File: config.mk
export PLATFORM = sky130hd
export DESIGN_NAME = timer0_unit
export DESIGN_NICKNAME = d
export VERILOG_FILES = /design/src/rtl/t0_pkg.sv /design/src/rtl/t0_pin_sampler.sv /design/src/rtl/t0_prescaler.sv /design/src/rtl/t0_count_core.sv /design/src/rtl/timer0_unit.sv
export SDC_FILE = /design/constraint.sdc
export NUM_CORES = 1
export LEC_CHECK = 0
export BUFFER_PORTS_ARGS = -buffer_cell sky130_fd_sc_hd__buf_2
export CAP_MARGIN = 10
export CORE_MARGIN = 1.5
export CORE_UTILIZATION = 40
export CTS_BUF_LIST = sky130_fd_sc_hd__clkbuf_8
export DETAILED_ROUTE_END_ITERATION = 10
export SLEW_MARGIN = 20
export SYNTH_ARGS = -nofsm -noshare
export SYNTH_HDL_FRONTEND = slang
export SYNTH_SLANG_ARGS = --single-unit
File: constraint.sdc
create_clock -name clk -period 2 [get_ports clk]
set_clock_uncertainty 0.1 [all_clocks]
set_input_delay 0.1 -clock clk [delete_from_list [all_inputs] [get_ports clk]]
set_output_delay 0.1 -clock clk [all_outputs]
set_load 0.02 [all_outputs]
File: src/rtl/t0_pkg.sv
package t0_pkg;
    localparam int TMR_W    = 8;
    localparam int PRE_W    = 8;
    localparam int SEL_W    = 3;
    localparam int HOLD_CYC = 2;
    localparam int SYNC_N   = 2;

    typedef struct packed {
        logic             src_ext;
        logic             fall_edge;
        logic             pre_to_wdt;
        logic [SEL_W-1:0] sel;
    } t0_ctrl_t;

    typedef struct packed {
        logic tmr_evt;
        logic wdt_evt;
    } t0_pre_out_t;

    // low (sel+1) bits set: prescaler stage that produces a carry
    function automatic logic [PRE_W-1:0] tap_mask(input logic [SEL_W-1:0] sel);
        logic [PRE_W:0] t;
        t = ({{PRE_W{1'b0}}, 1'b1} << (32'(sel) + 1)) - 1'b1;
        return t[PRE_W-1:0];
    endfunction
endpackage

File: src/rtl/t0_pin_sampler.sv
module t0_pin_sampler #(
    parameter int SYNC_STAGES = t0_pkg::SYNC_N
) (
    input  logic clk,
    input  logic rst,
    input  logic q2_stb,
    input  logic q4_stb,
    input  logic pin,
    input  logic fall_edge,
    output logic edge_evt
);
    logic [SYNC_STAGES-1:0] chain;
    logic                   smp;
    logic                   strobe;

    genvar g;
    generate
        for (g = 0; g < SYNC_STAGES; g++) begin : g_sync
            if (g == 0) begin : g_first
                always_ff @(posedge clk) begin
                    if (rst) chain[0] <= 1'b0;
                    else     chain[0] <= pin;
                end
            end else begin : g_next
                always_ff @(posedge clk) begin
                    if (rst) chain[g] <= 1'b0;
                    else     chain[g] <= chain[g-1];
                end
            end
        end
    endgenerate

    assign strobe = q2_stb | q4_stb;

    always_ff @(posedge clk) begin
        if (rst) begin
            smp      <= 1'b0;
            edge_evt <= 1'b0;
        end else if (strobe) begin
            smp      <= chain[SYNC_STAGES-1];
            edge_evt <= fall_edge ? (smp & ~chain[SYNC_STAGES-1])
                                  : (~smp & chain[SYNC_STAGES-1]);
        end else begin
            edge_evt <= 1'b0;
        end
    end

    // a pin event only appears right after a sampling strobe
    assert_evt_after_strobe_R3: assert property (@(posedge clk) disable iff (rst)
        !strobe |=> !edge_evt);
endmodule

File: src/rtl/t0_prescaler.sv
module t0_prescaler
    import t0_pkg::*;
#(
    parameter int PW = PRE_W,
    parameter int SW = SEL_W
) (
    input  logic          clk,
    input  logic          rst,
    input  logic          to_wdt,
    input  logic [SW-1:0] sel,
    input  logic          tmr_src_evt,
    input  logic          wdt_osc_evt,
    input  logic          tmr_wr,
    input  logic          wdt_clr,
    output t0_pre_out_t   pre_out
);
    logic [PW-1:0] cnt;
    logic [PW-1:0] mask;
    logic          in_evt;
    logic          clr;
    logic          carry;
    logic          tick_q;

    assign mask   = PW'(tap_mask(SEL_W'(sel)));
    assign in_evt = to_wdt ? wdt_osc_evt : tmr_src_evt;
    assign clr    = to_wdt ? wdt_clr : tmr_wr;
    assign carry  = in_evt && ((cnt & mask) == mask) && !clr;

    always_ff @(posedge clk) begin
        if (rst)         cnt <= '0;
        else if (clr)    cnt <= '0;
        else if (in_evt) cnt <= cnt + 1'b1;
    end

    always_ff @(posedge clk) begin
        if (rst) tick_q <= 1'b0;
        else     tick_q <= to_wdt ? carry : wdt_osc_evt;
    end

    assign pre_out.tmr_evt = to_wdt ? tmr_src_evt : carry;
    assign pre_out.wdt_evt = tick_q;

    // prescaler leaves reset empty
    assert_empty_after_reset_R1: assert property (@(posedge clk)
        $past(rst) |-> (cnt == '0 && !tick_q));
    // a watchdog clear empties a watchdog-owned prescaler
    assert_wdt_clear_R8: assert property (@(posedge clk) disable iff (rst)
        (to_wdt && wdt_clr) |=> (cnt == '0));
    // a timer write empties a timer-owned prescaler
    assert_wr_clear_R5: assert property (@(posedge clk) disable iff (rst)
        (!to_wdt && tmr_wr) |=> (cnt == '0));
    // unowned watchdog path passes events straight through
    assert_raw_tick_R7: assert property (@(posedge clk) disable iff (rst)
        (!to_wdt && wdt_osc_evt) |=> pre_out.wdt_evt);
endmodule

File: src/rtl/t0_count_core.sv
module t0_count_core #(
    parameter int TW   = t0_pkg::TMR_W,
    parameter int HOLD = t0_pkg::HOLD_CYC
) (
    input  logic          clk,
    input  logic          rst,
    input  logic          q4_stb,
    input  logic          tick_in,
    input  logic          wr,
    input  logic [TW-1:0] wdata,
    output logic [TW-1:0] tmr_q
);
    localparam int HW = $clog2(HOLD + 1);

    logic [HW-1:0] hold;
    logic          pend;

    always_ff @(posedge clk) begin
        if (rst) begin
            tmr_q <= '0;
            pend  <= 1'b0;
            hold  <= '0;
        end else if (wr) begin
            tmr_q <= wdata;
            pend  <= 1'b0;
            hold  <= HW'(HOLD);
        end else if (q4_stb) begin
            pend <= tick_in;
            if (hold != '0)  hold  <= hold - 1'b1;
            else if (pend)   tmr_q <= tmr_q + 1'b1;
        end else if (tick_in) begin
            pend <= 1'b1;
        end
    end

    // a write lands on the next edge
    assert_load_R5: assert property (@(posedge clk) disable iff (rst)
        wr |=> (tmr_q == $past(wdata)));
    // phase-4 strobes inside the hold window do not advance
    assert_hold_window_R5: assert property (@(posedge clk) disable iff (rst)
        (hold != '0 && q4_stb && !wr) |=> $stable(tmr_q));
    // no change away from phase 4
    assert_only_q4_R10: assert property (@(posedge clk) disable iff (rst)
        (!q4_stb && !wr) |=> $stable(tmr_q));
    // phase 4 moves by at most one
    assert_step_one_R10: assert property (@(posedge clk) disable iff (rst)
        (q4_stb && !wr) |=> (tmr_q == $past(tmr_q) || tmr_q == $past(tmr_q) + 1'b1));
    // all-ones goes to zero when it advances
    assert_wrap_R9: assert property (@(posedge clk) disable iff (rst)
        (q4_stb && !wr && tmr_q == {TW{1'b1}}) |=> (tmr_q == '0 || tmr_q == {TW{1'b1}}));
endmodule

File: src/rtl/timer0_unit.sv
module timer0_unit
    import t0_pkg::*;
(
    input  logic             clk,
    input  logic             rst,
    input  logic             q2_stb,
    input  logic             q4_stb,
    input  logic             t0_pin,
    input  logic             src_ext,
    input  logic             fall_edge,
    input  logic             pre_to_wdt,
    input  logic [SEL_W-1:0] ratio_sel,
    input  logic             tmr_wr,
    input  logic [TMR_W-1:0] tmr_wdata,
    input  logic             wdt_clr,
    input  logic             wdt_osc_evt,
    output logic [TMR_W-1:0] tmr_val,
    output logic             wdt_tick
);
    t0_ctrl_t    ctrl;
    t0_pre_out_t pre_out;
    logic        pin_evt;
    logic        src_evt;

    assign ctrl = '{src_ext: src_ext, fall_edge: fall_edge,
                    pre_to_wdt: pre_to_wdt, sel: ratio_sel};

    t0_pin_sampler #(.SYNC_STAGES(SYNC_N)) u_pin (
        .clk      (clk),
        .rst      (rst),
        .q2_stb   (q2_stb),
        .q4_stb   (q4_stb),
        .pin      (t0_pin),
        .fall_edge(ctrl.fall_edge),
        .edge_evt (pin_evt)
    );

    assign src_evt = ctrl.src_ext ? pin_evt : q4_stb;

    t0_prescaler #(.PW(PRE_W), .SW(SEL_W)) u_pre (
        .clk        (clk),
        .rst        (rst),
        .to_wdt     (ctrl.pre_to_wdt),
        .sel        (ctrl.sel),
        .tmr_src_evt(src_evt),
        .wdt_osc_evt(wdt_osc_evt),
        .tmr_wr     (tmr_wr),
        .wdt_clr    (wdt_clr),
        .pre_out    (pre_out)
    );

    t0_count_core #(.TW(TMR_W), .HOLD(HOLD_CYC)) u_core (
        .clk    (clk),
        .rst    (rst),
        .q4_stb (q4_stb),
        .tick_in(pre_out.tmr_evt),
        .wr     (tmr_wr),
        .wdata  (tmr_wdata),
        .tmr_q  (tmr_val)
    );

    assign wdt_tick = pre_out.wdt_evt;

    // outputs quiet after reset
    assert_reset_out_R1: assert property (@(posedge clk)
        $past(rst) |-> (tmr_val == '0 && !wdt_tick));
endmodule

[Word-level counts from Yosys, hierarchy flattened]
Index checks and enable logic that the tools add are counted.
Word-level totals
  output and inout port bits: 9
  flip-flop bits (word level): 24
  bits of input ports: 22
Operators by class
  shifts and indexed selects: 1
  eq/ne operators: 2
  add/subtract/negate cells: 5
  multiplexer cells: 15
  bitwise gates (word level): 7
  reductions and logical operators: 14
Operator list (number)
  $mux 8: 4
  $shl 1x32->8 const A: 1
  $add 8x1->8 const B: 2
  $reduce_bool 2->1: 5
  $and 8x8->8: 1
  $eq 8x8->1: 1
  $mux 1: 8
  $sub 8x1->8 const B: 1
  $mux 2: 3
  $reduce_or 2->1: 3
  $add 3x1->4 const B: 1
  $reduce_and 2->1: 2
  $not 1->1: 3
  $reduce_and 3->1: 1
  $and 1x1->1: 2
  $logic_and 1x1->1: 2
  $ne 2x2->1 const B: 1
  $sub 2x1->2 const B: 1
  $logic_not 1->1: 1
  $or 1x1->1: 1

[Longest topological paths before layout]
  depth in word-level cells: 10
  mapped depth: 7
  gate-level depth less buffers: 7

[Cells and area by module]
From an unflattened synthesis, not the netlist that was laid out.
Second synthesis, totals
  cell total of the unflattened synthesis: 158
  area total of the unflattened synthesis: 1360.1 µm²
Modules (own cells, without submodules)
  t0_prescaler: times used 1, cells each 73, area each 606.8 µm²
  t0_count_core: times used 1, cells each 71, area each 594.3 µm²
  t0_pin_sampler: times used 1, cells each 13, area each 143.9 µm²
  timer0_unit: times used 1, cells each 1, area each 15.0 µm²

[Worst setup path after synthesis]
No wires, ideal clock.
  path type: reg2reg
  start point: reg u_core.hold[0]
  end point: reg u_core.tmr_q[5]
  stages on the path, launching flop included: 5
  required time: 1809 ps
  arrival time: 1303 ps
  clock period less this slack: 1494 ps
  library setup time: 91 ps
  slack: 506 ps
  cell sequence: dfxtp_1 and4bb_4 nand4_1 or3_1 a311oi_1
Between the ends
  longest elaborated chain between the ends: 3
Ends and longest elaborated chain
  start, declared: line t0_count_core.sv:15  | logic [HW-1:0] hold;
  start signal, assigned: line t0_count_core.sv:26  | hold <= HW'(HOLD);
  start signal, assigned: line t0_count_core.sv:29  | if (hold != '0) hold <= hold - 1'b1;
  $reduce_bool 2->1: line t0_count_core.sv:29
  $ne 2x2->1 (no line)
  $reduce_and 3->1 (no line)
  end signal, assigned: line t0_count_core.sv:24  | tmr_q <= wdata;
  end signal, assigned: line t0_count_core.sv:30  | else if (pend) tmr_q <= tmr_q + 1'b1;
  end, declared: line t0_count_core.sv:11  | output logic [TW-1:0] tmr_q
No other way between the ends.
A chain may end at the register's enable or synchronous reset.

[Worst setup path after layout]
Same ends and word-level chain as after synthesis.

==> reports/summary.md <==
In this run the count of I/O pins placed on the die edge is 31. The final antenna-violating net count came out at 0. Synthesis inferred 24 register bits. The number of placed instances, taps included is 223. Data on the critical path arrives at its endpoint at 1.69 ns. 0 antenna diodes ended up in the layout. The tools report the number of global-route vias before repair as 1139.

The logs give 0.368 for the sequential-to-total area share from yosys stat and 1 for the maximum level of the CTS H-tree. The signal on the critical path passes through and4bb_4, nand4_1, or3_1, a311oi_1. The most used flip-flop cell after synthesis is sky130_fd_sc_hd__dfxtp_1. On the worst path, the slowest cell contributes a delay of 0.38 ns. The ratio of total power to cell area works out to 665 nW/µm². The detailed router put a total of 1500 µm of wire on met1. The count of endpoints failing hold in the final timing report was 0; the post-synthesis instance area was 1310 µm². Slowest stage cell on the critical path: sky130_fd_sc_hd__and4bb_4. Setup repair after global routing left no endpoint under its margin. Once routing completed, OpenROAD measured the worst setup slack at 0.390 ns. The run gives 1300 µm as the total met2 wirelength after detailed routing. The clock net in this run drives a total of 24 sinks. Max-cap violations in this run came to 0.

The net count after synthesis is 181, and the full die area is 3620 µm². The routed design could run at a clock period as short as 1.61 ns. TritonCTS built the clock tree. The clock-pin slew on the worst setup and hold paths is 0.09 ns, and the floorplan die height is 60.1 µm.

The fraction of registers with async set/reset is 0, and the final clock period utilization by the worst path is 0.805. The run gives 56 as the number of violations reported at the end of detailed-routing iteration 0. Path type of the worst setup path: flop to flop. The net count of the finished layout is 219. The routed wirelength normalized by instance count works out to 12.6 µm. The clock passes through at most 2 buffers.

The tree is rooted in a sky130_fd_sc_hd__clkbuf_8. The count of buffers added on input and output ports is 30. Routability-driven placement finished with a final weighted congestion of 0.832. The final layout contains routed wiring with a total length of 3000 µm. The first-pass GRT wire length is 4900 µm. Dividing the detail-routed via count by the number of cells gives 5.27. The length of the first detailed-routing pass in iterations was 4. The distinct cell type count of the synthesized netlist was 42; the worst setup timing slack at the placement stage was 0.421 ns. Along the worst path, the maximum fanout reaches 6. The analysis attributes to cell leakage a power of 0.682 nW. Row generation in the floorplan step produced 20 rows.

The design draws 1.10 mW. After legalization and detailed placement, the total HPWL measured 2230 µm. The highest metal layer used by the detailed router is met4. The tools report the worst voltage drop across the vdd grid as 0.000391 V. Wire length on met3: 140 µm. The number of antenna violations at the first check in global routing is 0, and the placeable core region is 3080 µm². Detailed routing inserted a total of 1248 vias. Adding up every negative setup slack in the final design gives 0 ns. The post-CTS setup-driven buffer insertion count was 0; the overall die width was 60.1 µm.

The ratio of cells with drive above 1 in the final layout was 0.197; the number of buffers inserted during clock tree synthesis was 3. The flow ran to the end, and the final reports show no timing, DRC or antenna violations. In this run, post-CTS repair resized a total of 0 instances. During synthesis, Yosys emitted a total of 0 warnings. The maximum clock rate is 0.621 GHz. Counting flops with a built-in enable in the synthesized netlist gives 0. The global router's overall resource usage came out at 0.180. Compared with the post-synthesis result, the final layout area differs by 26.7%. The finished layout holds 237 standard cells, fillers aside. At the worst endpoint, the required time is 2.08 ns. The tools report the element type at the critical path start as a flop. Setup violations remaining at the end of the flow were counted as 0. Entering global routing, the biggest net connects 18 pins. The final number of max-transition violations was 0. The endpoint kind of the worst setup timing path was a flop.

For this run the aggregate overflow at the end of global routing stands at 0. The run gives 0 as the DRC violation count after routing. The fraction of the core area covered by cells at the end of the flow was 0.538.

The insertion delay of the later-clocked pin in the worst-skew pair is 0.27 ns, and the starting density of the core is 0.424. Counting every instance in the synthesized netlist gives 156. The worst hold-check path type is primary input to flop. A synthesized cell averages 8.37 µm².
-- worst paths after layout --
path	from	to	slack, ns	depth (start not counted)
setup / recovery	u_core.hold[0]$_SDFFE_PP0P_	u_core.tmr_q[5]$_SDFFE_PP0P_	0.39	4
hold / removal	wdt_osc_evt	u_pre.tick_q$_SDFF_PP0_	0.009	3
setup reg to reg	u_core.hold[0]$_SDFFE_PP0P_	u_core.tmr_q[5]$_SDFFE_PP0P_	0.39	4
hold reg to reg	u_pin.chain[0]$_SDFF_PP0_	u_pin.chain[1]$_SDFF_PP0_	0.35	1
-- through the flow --
stage,hold slack (ns),area [µm²]
global placement,0.229,1480
floorplan,0.128,1310
detailed placement,0.235,1480
global route,0.0171,1660
finish,0.00895,1660
CTS,0.0112,1660
-- placed cells by master (no fill, tap or decap), types with 2 or more instances in the layout --
| cell type | count |
|---|---|
| sky130_fd_sc_hd__mux2i_1 | 5 |
| sky130_fd_sc_hd__dlygate4sd3_1 | 10 |
| sky130_fd_sc_hd__nand4_1 | 6 |
| sky130_fd_sc_hd__xor2_1 | 7 |
| sky130_fd_sc_hd__ha_1 | 3 |
| sky130_fd_sc_hd__nor2b_1 | 4 |
| sky130_fd_sc_hd__o21ai_1 | 2 |
| sky130_fd_sc_hd__a31oi_1 | 2 |
| sky130_fd_sc_hd__mux2_2 | 2 |
| sky130_fd_sc_hd__o2111ai_1 | 4 |
| sky130_fd_sc_hd__and3_1 | 4 |
| sky130_fd_sc_hd__nand2_1 | 16 |
| sky130_fd_sc_hd__clkbuf_8 | 3 |
| sky130_fd_sc_hd__or3_1 | 2 |
| sky130_fd_sc_hd__dfxtp_1 | 24 |
| sky130_fd_sc_hd__nor4_1 | 2 |
| sky130_fd_sc_hd__a21oi_1 | 5 |
| sky130_fd_sc_hd__a211oi_1 | 4 |
| sky130_fd_sc_hd__nand2b_1 | 2 |
| sky130_fd_sc_hd__buf_2 | 30 |
| sky130_fd_sc_hd__o21ai_0 | 5 |
| sky130_fd_sc_hd__xnor2_1 | 2 |
| sky130_fd_sc_hd__and2_1 | 2 |
| sky130_fd_sc_hd__nor4b_1 | 2 |
| sky130_fd_sc_hd__inv_1 | 6 |
| sky130_fd_sc_hd__o211ai_1 | 2 |
| sky130_fd_sc_hd__nor2_1 | 17 |
| sky130_fd_sc_hd__a311oi_1 | 2 |
| sky130_fd_sc_hd__nor3_1 | 2 |
| sky130_fd_sc_hd__nand3b_1 | 2 |
-- where the power goes --
group,internal (mW),leakage (nW),switching [mW],total [mW]
clock,0.268,0.0357,0.160,0.428
combinational,0.0713,0.450,0.0842,0.155
sequential,0.497,0.197,0.0206,0.518
-- state kept, by name, indices dropped and copies added, names as in the netlist --
signal,count
u_core.tmr_q,8
u_pin.chain,2
u_core.pend,1
u_pre.tick_q,1
u_pre.cnt,8
u_pin.edge_evt,1
u_core.hold,2
u_pin.smp,1
-- worst max-delay path: cells and delay by family (launching register included) --
| family | cells | cell delay, ns |
|---|---|---|
| and+or+nand+nor | 3 | 0.83 |
| DFF | 1 | 0.34 |
| AOI/OAI and AO/OA | 1 | 0.26 |
-- area by class of cell --
type	instances	area, µm²
Timing Repair Buffer	40	250
Clock buffer	3	41.3
Clock inverter	1	30.0
Tap cell	44	55.1
Inverter	6	22.5
Sequential cell	24	480
Fill cell	312	1420
Multi-Input combinational cell	119	776
-- cells in the mapped netlist (3+ instances only) --
| cell type | instances | share of area |
|---|---|---|
| sky130_fd_sc_hd__mux2i_1 | 5 | 0.038 |
| sky130_fd_sc_hd__dfxtp_1 | 24 | 0.37 |
| sky130_fd_sc_hd__clkbuf_1 | 6 | 0.017 |
| sky130_fd_sc_hd__a211oi_1 | 4 | 0.023 |
| sky130_fd_sc_hd__ha_1 | 3 | 0.029 |
| sky130_fd_sc_hd__nor2_1 | 17 | 0.049 |
| sky130_fd_sc_hd__nand4_1 | 6 | 0.029 |
| sky130_fd_sc_hd__nand2_1 | 16 | 0.046 |
| sky130_fd_sc_hd__o2111ai_1 | 4 | 0.027 |
| sky130_fd_sc_hd__a21oi_1 | 5 | 0.019 |
| sky130_fd_sc_hd__nor2b_1 | 4 | 0.019 |
| sky130_fd_sc_hd__xor2_1 | 7 | 0.047 |
| sky130_fd_sc_hd__inv_1 | 6 | 0.017 |
| sky130_fd_sc_hd__o21ai_0 | 5 | 0.019 |
| sky130_fd_sc_hd__and3_1 | 4 | 0.019 |
-- per-layer routing --
metal / vias to the layer above / global-route usage
met4: 0 / 0.0857
met1: 565 / 0.238
met5: - / 0
met2: 33 / 0.281
met3: 7 / 0.0325
li1: 643 / -
-- what timing repair did --
item / 4_1_cts / 5_1_grt
hold buffers: 10 / 0
endpoints found under the setup margin: 0 / 0
endpoints found under the hold margin: 10 / 0
-- kinds of logic after synthesis --
family | after synthesis | share of synthesized area
XOR/XNOR | 9 | 0.0603
multiplexers | 7 | 0.0556
adder cells (fa/ha/maj) | 3 | 0.0287
other | 1 | 0.00287
AND/OR/NAND/NOR | 66 | 0.270
AO/OA/AOI/OAI | 33 | 0.176
flip-flops | 24 | 0.368
buffers and inverters | 13 | 0.0383
No activity file was read; power rests on OpenSTA's default activity.
